[src/rtl/ep_hs_pkg.sv]
package ep_hs_pkg;

    typedef enum logic [1:0] {
        HS_NONE  = 2'd0,
        HS_ACK   = 2'd1,
        HS_NAK   = 2'd2,
        HS_STALL = 2'd3
    } hs_e;

    typedef enum logic [1:0] {
        TK_SETUP = 2'd0,
        TK_OUT   = 2'd1,
        TK_IN    = 2'd2,
        TK_RSVD  = 2'd3
    } tok_e;

    typedef struct packed {
        logic stall;
        logic stalled;
    } stall_st_t;

    typedef struct packed {
        logic hs_valid;
        hs_e  hs_code;
        logic setup;
        logic out;
    } rx_st_t;

endpackage

[src/rtl/ep_hs_arbiter.sv]
module ep_hs_arbiter
    import ep_hs_pkg::*;
(
    input  logic       tok_valid,
    input  logic [1:0] tok_kind,
    input  logic       retry_req,
    input  logic       stall_q,
    output hs_e        hs_sel,
    output logic       sent_stall,
    output logic       setup_seen,
    output logic       out_accepted
);

    tok_e kind;

    always_comb begin
        kind         = tok_e'(tok_kind);
        hs_sel       = HS_NONE;
        if (tok_valid) begin
            case (kind)
                TK_SETUP: hs_sel = HS_ACK;
                TK_OUT, TK_IN: begin
                    if (retry_req)    hs_sel = HS_NAK;
                    else if (stall_q) hs_sel = HS_STALL;
                    else              hs_sel = HS_ACK;
                end
                default: hs_sel = HS_NONE;
            endcase
        end
        sent_stall   = (hs_sel == HS_STALL);
        setup_seen   = tok_valid && (kind == TK_SETUP);
        out_accepted = tok_valid && (kind == TK_OUT) && (hs_sel == HS_ACK);
    end

endmodule

[src/rtl/ep_stall_state.sv]
module ep_stall_state
    import ep_hs_pkg::*;
(
    input  logic clk,
    input  logic rst_n,
    input  logic stall_set,
    input  logic stall_clr,
    input  logic setup_ctrl,
    input  logic sent_stall,
    input  logic stalled_clr,
    output logic stall_q,
    output logic stalled_q
);

    stall_st_t st_d, st_q;

    always_comb begin
        st_d = st_q;
        if (stall_clr || setup_ctrl)
            st_d.stall = 1'b0;
        else if (stall_set)
            st_d.stall = 1'b1;

        if (sent_stall)
            st_d.stalled = 1'b1;
        else if (setup_ctrl || stalled_clr)
            st_d.stalled = 1'b0;
    end

    always_ff @(posedge clk) begin
        if (!rst_n) st_q <= '0;
        else        st_q <= st_d;
    end

    assign stall_q   = st_q.stall;
    assign stalled_q = st_q.stalled;

    a_r2_clear_wins: assert property (@(posedge clk) disable iff (!rst_n)
        stall_clr |=> !stall_q);

    a_r6_setup_cancels: assert property (@(posedge clk) disable iff (!rst_n)
        setup_ctrl |=> (!stall_q && !stalled_q));

    a_r2_set_arms: assert property (@(posedge clk) disable iff (!rst_n)
        (stall_set && !stall_clr && !setup_ctrl) |=> stall_q);

endmodule

[src/rtl/ep_rx_flags.sv]
module ep_rx_flags
    import ep_hs_pkg::*;
(
    input  logic       clk,
    input  logic       rst_n,
    input  hs_e        hs_sel,
    input  logic       setup_seen,
    input  logic       out_accepted,
    input  logic       setup_clr,
    input  logic       out_clr,
    output logic       hs_valid,
    output logic [1:0] hs_code,
    output logic       setup_q,
    output logic       out_q
);

    rx_st_t rx_d, rx_q;

    always_comb begin
        rx_d          = rx_q;
        rx_d.hs_valid = (hs_sel != HS_NONE);
        rx_d.hs_code  = hs_sel;
        if (setup_seen)      rx_d.setup = 1'b1;
        else if (setup_clr)  rx_d.setup = 1'b0;
        if (out_accepted)    rx_d.out = 1'b1;
        else if (out_clr)    rx_d.out = 1'b0;
    end

    always_ff @(posedge clk) begin
        if (!rst_n) rx_q <= '{hs_valid: 1'b0, hs_code: HS_NONE, setup: 1'b0, out: 1'b0};
        else        rx_q <= rx_d;
    end

    assign hs_valid = rx_q.hs_valid;
    assign hs_code  = rx_q.hs_code;
    assign setup_q  = rx_q.setup;
    assign out_q    = rx_q.out;

    a_r13_code_idle: assert property (@(posedge clk) disable iff (!rst_n)
        !hs_valid |-> (hs_code == 2'd0));

    a_r10_set_beats_clear: assert property (@(posedge clk) disable iff (!rst_n)
        (setup_seen && setup_clr) |=> setup_q);

endmodule

[src/rtl/ep_stall_ctl.sv]
module ep_stall_ctl
    import ep_hs_pkg::*;
(
    input  logic       clk,
    input  logic       rst_n,
    input  logic       cfg_ctrl_ep,
    input  logic       stall_set,
    input  logic       stall_clr,
    input  logic       tok_valid,
    input  logic [1:0] tok_kind,
    input  logic       retry_req,
    input  logic       setup_clr,
    input  logic       stalled_clr,
    input  logic       out_clr,
    input  logic       fifo_ctl_in,
    input  logic       rw_allowed_in,
    output logic       hs_valid,
    output logic [1:0] hs_code,
    output logic       stall_pending,
    output logic       stalled_flag,
    output logic       setup_flag,
    output logic       out_flag,
    output logic       ep_irq,
    output logic       fifo_ctl_rd,
    output logic       rw_allowed_rd
);

    hs_e  hs_sel;
    logic sent_stall;
    logic setup_seen;
    logic out_accepted;
    logic stall_q;
    logic stalled_q;
    logic setup_q;
    logic out_q;

    ep_hs_arbiter arb_i (
        .tok_valid    (tok_valid),
        .tok_kind     (tok_kind),
        .retry_req    (retry_req),
        .stall_q      (stall_q),
        .hs_sel       (hs_sel),
        .sent_stall   (sent_stall),
        .setup_seen   (setup_seen),
        .out_accepted (out_accepted)
    );

    ep_stall_state stall_i (
        .clk         (clk),
        .rst_n       (rst_n),
        .stall_set   (stall_set),
        .stall_clr   (stall_clr),
        .setup_ctrl  (setup_seen && cfg_ctrl_ep),
        .sent_stall  (sent_stall),
        .stalled_clr (stalled_clr),
        .stall_q     (stall_q),
        .stalled_q   (stalled_q)
    );

    ep_rx_flags rx_i (
        .clk          (clk),
        .rst_n        (rst_n),
        .hs_sel       (hs_sel),
        .setup_seen   (setup_seen),
        .out_accepted (out_accepted),
        .setup_clr    (setup_clr),
        .out_clr      (out_clr),
        .hs_valid     (hs_valid),
        .hs_code      (hs_code),
        .setup_q      (setup_q),
        .out_q        (out_q)
    );

    assign stall_pending = stall_q;
    assign stalled_flag  = stalled_q;
    assign setup_flag    = setup_q;
    assign out_flag      = out_q;
    assign ep_irq        = stalled_q | setup_q | out_q;
    assign fifo_ctl_rd   = fifo_ctl_in   & ~cfg_ctrl_ep;
    assign rw_allowed_rd = rw_allowed_in & ~cfg_ctrl_ep;

    a_r5_setup_acked: assert property (@(posedge clk) disable iff (!rst_n)
        (tok_valid && tok_kind == 2'd0) |=> (hs_valid && hs_code == 2'd1 && setup_flag));

    a_r8_retry_first: assert property (@(posedge clk) disable iff (!rst_n)
        (tok_valid && (tok_kind == 2'd1 || tok_kind == 2'd2) && retry_req)
            |=> (hs_code == 2'd2));

    a_r4_stall_marks: assert property (@(posedge clk) disable iff (!rst_n)
        (hs_valid && hs_code == 2'd3) |-> (stalled_flag && ep_irq));

    a_r3_no_out_on_stall: assert property (@(posedge clk) disable iff (!rst_n)
        (tok_valid && tok_kind == 2'd1 && !retry_req && stall_pending && !out_flag && !out_clr)
            |=> !out_flag);

    a_r7_setup_keeps_stall: assert property (@(posedge clk) disable iff (!rst_n)
        (tok_valid && tok_kind == 2'd0 && !cfg_ctrl_ep && stall_pending && !stall_clr)
            |=> stall_pending);

endmodule

[config.mk]
export PLATFORM = sky130hd
export DESIGN_NAME = ep_stall_ctl
export DESIGN_NICKNAME = d
export VERILOG_FILES = /design/src/rtl/ep_hs_pkg.sv /design/src/rtl/ep_hs_arbiter.sv /design/src/rtl/ep_stall_state.sv /design/src/rtl/ep_rx_flags.sv /design/src/rtl/ep_stall_ctl.sv
export SDC_FILE = /design/constraint.sdc
export NUM_CORES = 1
export LEC_CHECK = 0
export ABC_CLOCK_PERIOD_IN_PS = 1100
export BUFFER_PORTS_ARGS = -buffer_cell sky130_fd_sc_hd__buf_2
export CAP_MARGIN = 20
export CORE_AREA = 2 2 39 41
export CTS_CLUSTER_SIZE = 24
export DETAILED_ROUTE_END_ITERATION = 10
export DIE_AREA = 0 0 41 43
export PLACE_DENSITY = 0.59
export SYNTH_ARGS = -nofsm -noshare
export SYNTH_HDL_FRONTEND = slang
export SYNTH_SLANG_ARGS = --single-unit
[constraint.sdc]
create_clock -name clk -period 1.1 [get_ports clk]
set_input_delay 0.11 -clock clk [delete_from_list [all_inputs] [get_ports clk]]
set_output_delay 0.11 -clock clk [all_outputs]
set_load 0.01 [all_outputs]
# == Word-level counts from Yosys, hierarchy flattened ==
# Cells that the tools add are included.
# classes
n_reduce_logical,13
muxes,10
bitwise_logic,6
eq_ne,4
# ops
cell,count
$reduce_bool A2 Y1,4
$mux W1,6
$mux W2,3
$eq A2 B1 Y1 const B,2
$eq A2 B2 Y1 const B,2
$logic_and A1 B1 Y1,4
$pmux W2 S2,1
$reduce_or A2 Y1,2
$and A1 B1 Y1,2
$logic_not A2 Y1,1
$logic_or A1 B1 Y1,2
$not A1 Y1,2
$or A1 B1 Y1,2
# totals
regBits,7
word_cells,39

# == Longest topological paths before layout ==
# logic_depth
ltp_word,7
ltp_mapped,5

# == Hierarchy ==
# From an unflattened synthesis, not the netlist that was laid out.
# unflattened
hier_cells,38
hier_area_um2,401.6
# modules_own_cells
mod,n_inst,area_each_um2,seq_area_each_um2,cells_each
ep_rx_flags,1,162.7,100.1,12
ep_hs_arbiter,1,135.1,0.0,16
ep_stall_state,1,78.8,40.0,6
ep_stall_ctl,1,25.0,0.0,4

# == Worst setup path after synthesis ==
# Ideal clock, no wire load.
# synth_path
kind,input-to-reg
from,input tok_kind[1]
to,"register stall_i.st_q, in the netlist stall_i.stalled_q"
arrival_time_ns,0.844
required_ns,1.012
slack_ns,0.168
cell_stages,5
cell_sequence,inv_1 > ha_1 > o211ai_1 > or2_4 > o32ai_2
# synth_between
elab_chain_cells,6
word_cells_on_any_way,12
classes_between,eq/ne (3); mux (3); reduce/logical (6)
# synth_rtl
element,line_no,rtl
"start, declared",ep_stall_ctl.sv:10,"input logic [1:0] tok_kind,"
$eq A2 B2 Y1 / $eq A2 B1 Y1 (equally long branches),ep_hs_arbiter.sv:20,case (kind)
$reduce_or A2 Y1,ep_hs_arbiter.sv:20,
$pmux W2 S2,ep_hs_arbiter.sv:20,
$mux W2,ep_hs_arbiter.sv:19,if (tok_valid) begin
$eq A2 B2 Y1,ep_hs_arbiter.sv:30,sent_stall = (hs_sel == HS_STALL);
$mux W1 / $reduce_bool A2 Y1 (equally long branches),-,
"end signal, assigned",ep_stall_state.sv:32,else st_q <= st_d;
"end, declared",ep_stall_state.sv:15,"stall_st_t st_d, st_q;"
# Several ways; a longest one is shown, not always the timed one.
# A chain may end at the register's enable or synchronous reset.

# == Worst setup path after layout ==
# layout_path
from,"register rx_i.rx_q, in the netlist rx_i.setup_q"
to,output ep_irq
# layout_between
elab_chain_cells,2
# layout_rtl
element,line_no,rtl
"start, declared",ep_rx_flags.sv:17,"rx_st_t rx_d, rx_q;"
"start signal, assigned",ep_rx_flags.sv:30,"if (!rst_n) rx_q <= '{hs_valid: 1'b0, hs_code: HS_NONE, setup: 1'b0, out: 1'b0};"
"start signal, assigned",ep_rx_flags.sv:31,else rx_q <= rx_d;
$or A1 B1 Y1 (2 in series),ep_stall_ctl.sv:78,assign ep_irq = stalled_q | setup_q | out_q;
"end, declared",ep_stall_ctl.sv:23,"output logic ep_irq,"
# Every way passes these cells.

==> impl_metrics.toml <==
[status]
outcome = "finished with violations"
violations = "setup timing"

[drt]
routedWlPerCell_um = 9.188
postRouteAntennaNets = 0
drtIter0Drc = 4
first_pass_iters = 3
viasPerCell = 4.250
vias = 340
wirelength_um = 735
drc = 0

[synthesis]
synth_area_um2 = 327.8
ys_seq_elements = 7
seq_area_frac_synth = 0.4275
synth_cells = 36
synth_area_per_cell_um2 = 9.106
synth_nets = 53
yosysWarnings = 0
ys_types = 18

[clock_tree]
cts_buffers = 3
cts_tree = "done"
cts_root_buffer = "clkbuf_4"
hold_buffers = 0
insertion_delay_ps = 250
post-cts-setup-buffers = 0
numClockSinks = 7
clock_path_buffers = 2
htreeDepth = 1
clk_pin_slew_worst_paths_ps = 50

[floorplanning]
fp.dieH_um = 43
initial_utilization = 0.2369
die_area_mm2 = 0.001763
rows = 14
die_w_um = 41
core_mm2 = 0.001384
boundaryPins = 24

[run]
drv_cap = 0

[power]
irDropWorstVdd_mv = 0.2869
cellLeakagePower_nw = 0.2703
p_per_area_mw_per_mm2 = 1199
report.power.total_uw = 598.4

[cells_and_area]
utilization = 0.3608
final_nets = 82
fillers = 154
area_growth_pct = 52.29
n_antenna_cell = 0
final_cells = 80
drive_gt1_frac = 0.5156

[global_route]
grt-ovfl-total = 0
grt_usage = 0.08835
grt_pass1_vias = 277
grt_max_degree = 5
grt_antenna_before_repair = 0
grt_first_pass_wirelength_um = 972

[worst_setup_path]
rr_worst_depth = 3
worst-setup-path-type = "reg -> out"
endpoint_kind = "output port"
crit_path_start_kind = "register"
crit_arrival_ps = 1060
crit_fanout = 3
required_ps = 990

[timing]
hold_violations = 0
rsz0062_at_grt = "true"
max_freq_ghz = 0.8574
tightestPinTransition_ps = 238.2
fin_crit_sh = 1.060
fin_tns_setup_ps = -66.31
slew_viol_final = 0
hold_slack_ps = 19.17
relSlewSlack = 0.8405
skew_ps = 1.473
setup_ws_ps = -66.31
period_minus_slack_ps = 1166
setup_violations = 1

[worst_hold_path]
holdPathStages = 2
holdCritPathClass = "in -> reg"

[placement]
dp_hpwl_um = 612.1
dp_cells = 76
gp_congestion = 0.7029
io_buffers = 23
==> kinds of logic (layout without fill, tap and decap cells) <==
kind of cell | Yosys count | in the layout | share of synthesized area
buffers and inverters | 5 | 33 | 0.05723
AO/OA/AOI/OAI | 6 | 6 | 0.1451
AND/OR/NAND/NOR | 15 | 15 | 0.2558
flip-flops | 7 | 7 | 0.4275
adder cells (fa/ha/maj) | 3 | 3 | 0.1145
==> sequential cells by signal, summed over array words and instances, names as in the netlist <==
name	flops
stall_i.stalled_q	1
rx_i.hs_code	2
rx_i.setup_q	1
rx_i.hs_valid	1
stall_i.stall_q	1
rx_i.out_q	1
==> power breakdown <==
group          switching, mW  leakage, nW  internal (mW)
combinational         0.0480        0.197         0.0499
sequential           0.00412       0.0580          0.265
clock                 0.0935       0.0150          0.138
==> layer usage <==
layer | track usage | vias up | part of all wire
li1 | - | 176 | -
met1 | 0.08039 | 142 | 0.39
met2 | 0.1406 | 20 | 0.48
met3 | 0.01571 | 2 | 0.10
met4 | 0.1000 | 0 | 0.030
met5 | 0 | - | 0
==> critical path, stage by stage, from the launching register on <==
cell     delay [ps]
dfxtp_2         320
or3_1           350
buf_2           140
==> stage by stage <==
step           setup slack (ps)  cell area [um2]
2_1_floorplan             168.2            327.8
3_5_place_dp             -8.334            470.5
5_1_grt                  -109.7            499.2
3_3_place_gp              16.58            470.5
4_1_cts                  -69.14            498.0
6_report                 -66.31            499.2
==> cell usage after synthesis <==
library cell,number,area share
o211ai_1,1,0.023
nor2b_1,4,0.076
nand3_1,2,0.031
o21ai_0,2,0.031
nor3_1,1,0.015
nand2_1,2,0.023
dfxtp_1,7,0.43
nand3b_1,1,0.023
or2_4,1,0.027
o21ai_2,1,0.027
o32ai_2,1,0.050
a21oi_1,1,0.015
inv_1,4,0.046
ha_1,3,0.11
inv_2,1,0.011
or3_1,1,0.019
nand2b_1,1,0.019
nor2_1,2,0.023
==> cell type report <==
class	count	area, um2	area share
Clock buffer	4	26.28	0.05263
Inverter	5	18.77	0.03759
Tap cell	16	20.02	0.04010
Timing Repair Buffer	24	122.6	0.2456
Sequential cell	7	142.6	0.2857
Multi-Input combinational cell	24	168.9	0.3383
==> path summary, 6_finish.rpt <==
path | to | slack [ps] | from
setup reg to reg | stall_i.stalled_q | 150 | stall_i.stall_q
setup / recovery | ep_irq | -70 | rx_i.setup_q
hold / removal | stall_i.stall_q | 20 | stall_clr
hold reg to reg | rx_i.setup_q | 490 | rx_i.setup_q
==> placed cells by master (no fill, tap or decap) <==
cell | netlist | layout
ha_1 | 3 | 3
o211ai_1 | 1 | 1
o21ai_2 | 1 | 1
nand3b_1 | 1 | 1
buf_4 | 0 | 1
a21oi_1 | 1 | 1
clkbuf_4 | 0 | 3
inv_2 | 1 | 1
nor2b_1 | 4 | 4
clkbuf_1 | 0 | 1
nand3_1 | 2 | 2
buf_2 | 0 | 23
dfxtp_2 | 0 | 2
nand2_1 | 2 | 2
or2_4 | 1 | 1
dfxtp_1 | 7 | 5
nand2b_1 | 1 | 1
o32ai_2 | 1 | 1
nor3_1 | 1 | 1
nor2_1 | 2 | 2
o21ai_0 | 2 | 2
inv_1 | 4 | 4
or3_1 | 1 | 1
==> timing repair <==
item,CTS,global route
pin swaps,1,0
hold endpoints to repair,0,0
gates resized for setup,1,1
endpoints found under the setup margin,1,1
Note: power is estimated with default switching activity, not from simulation.
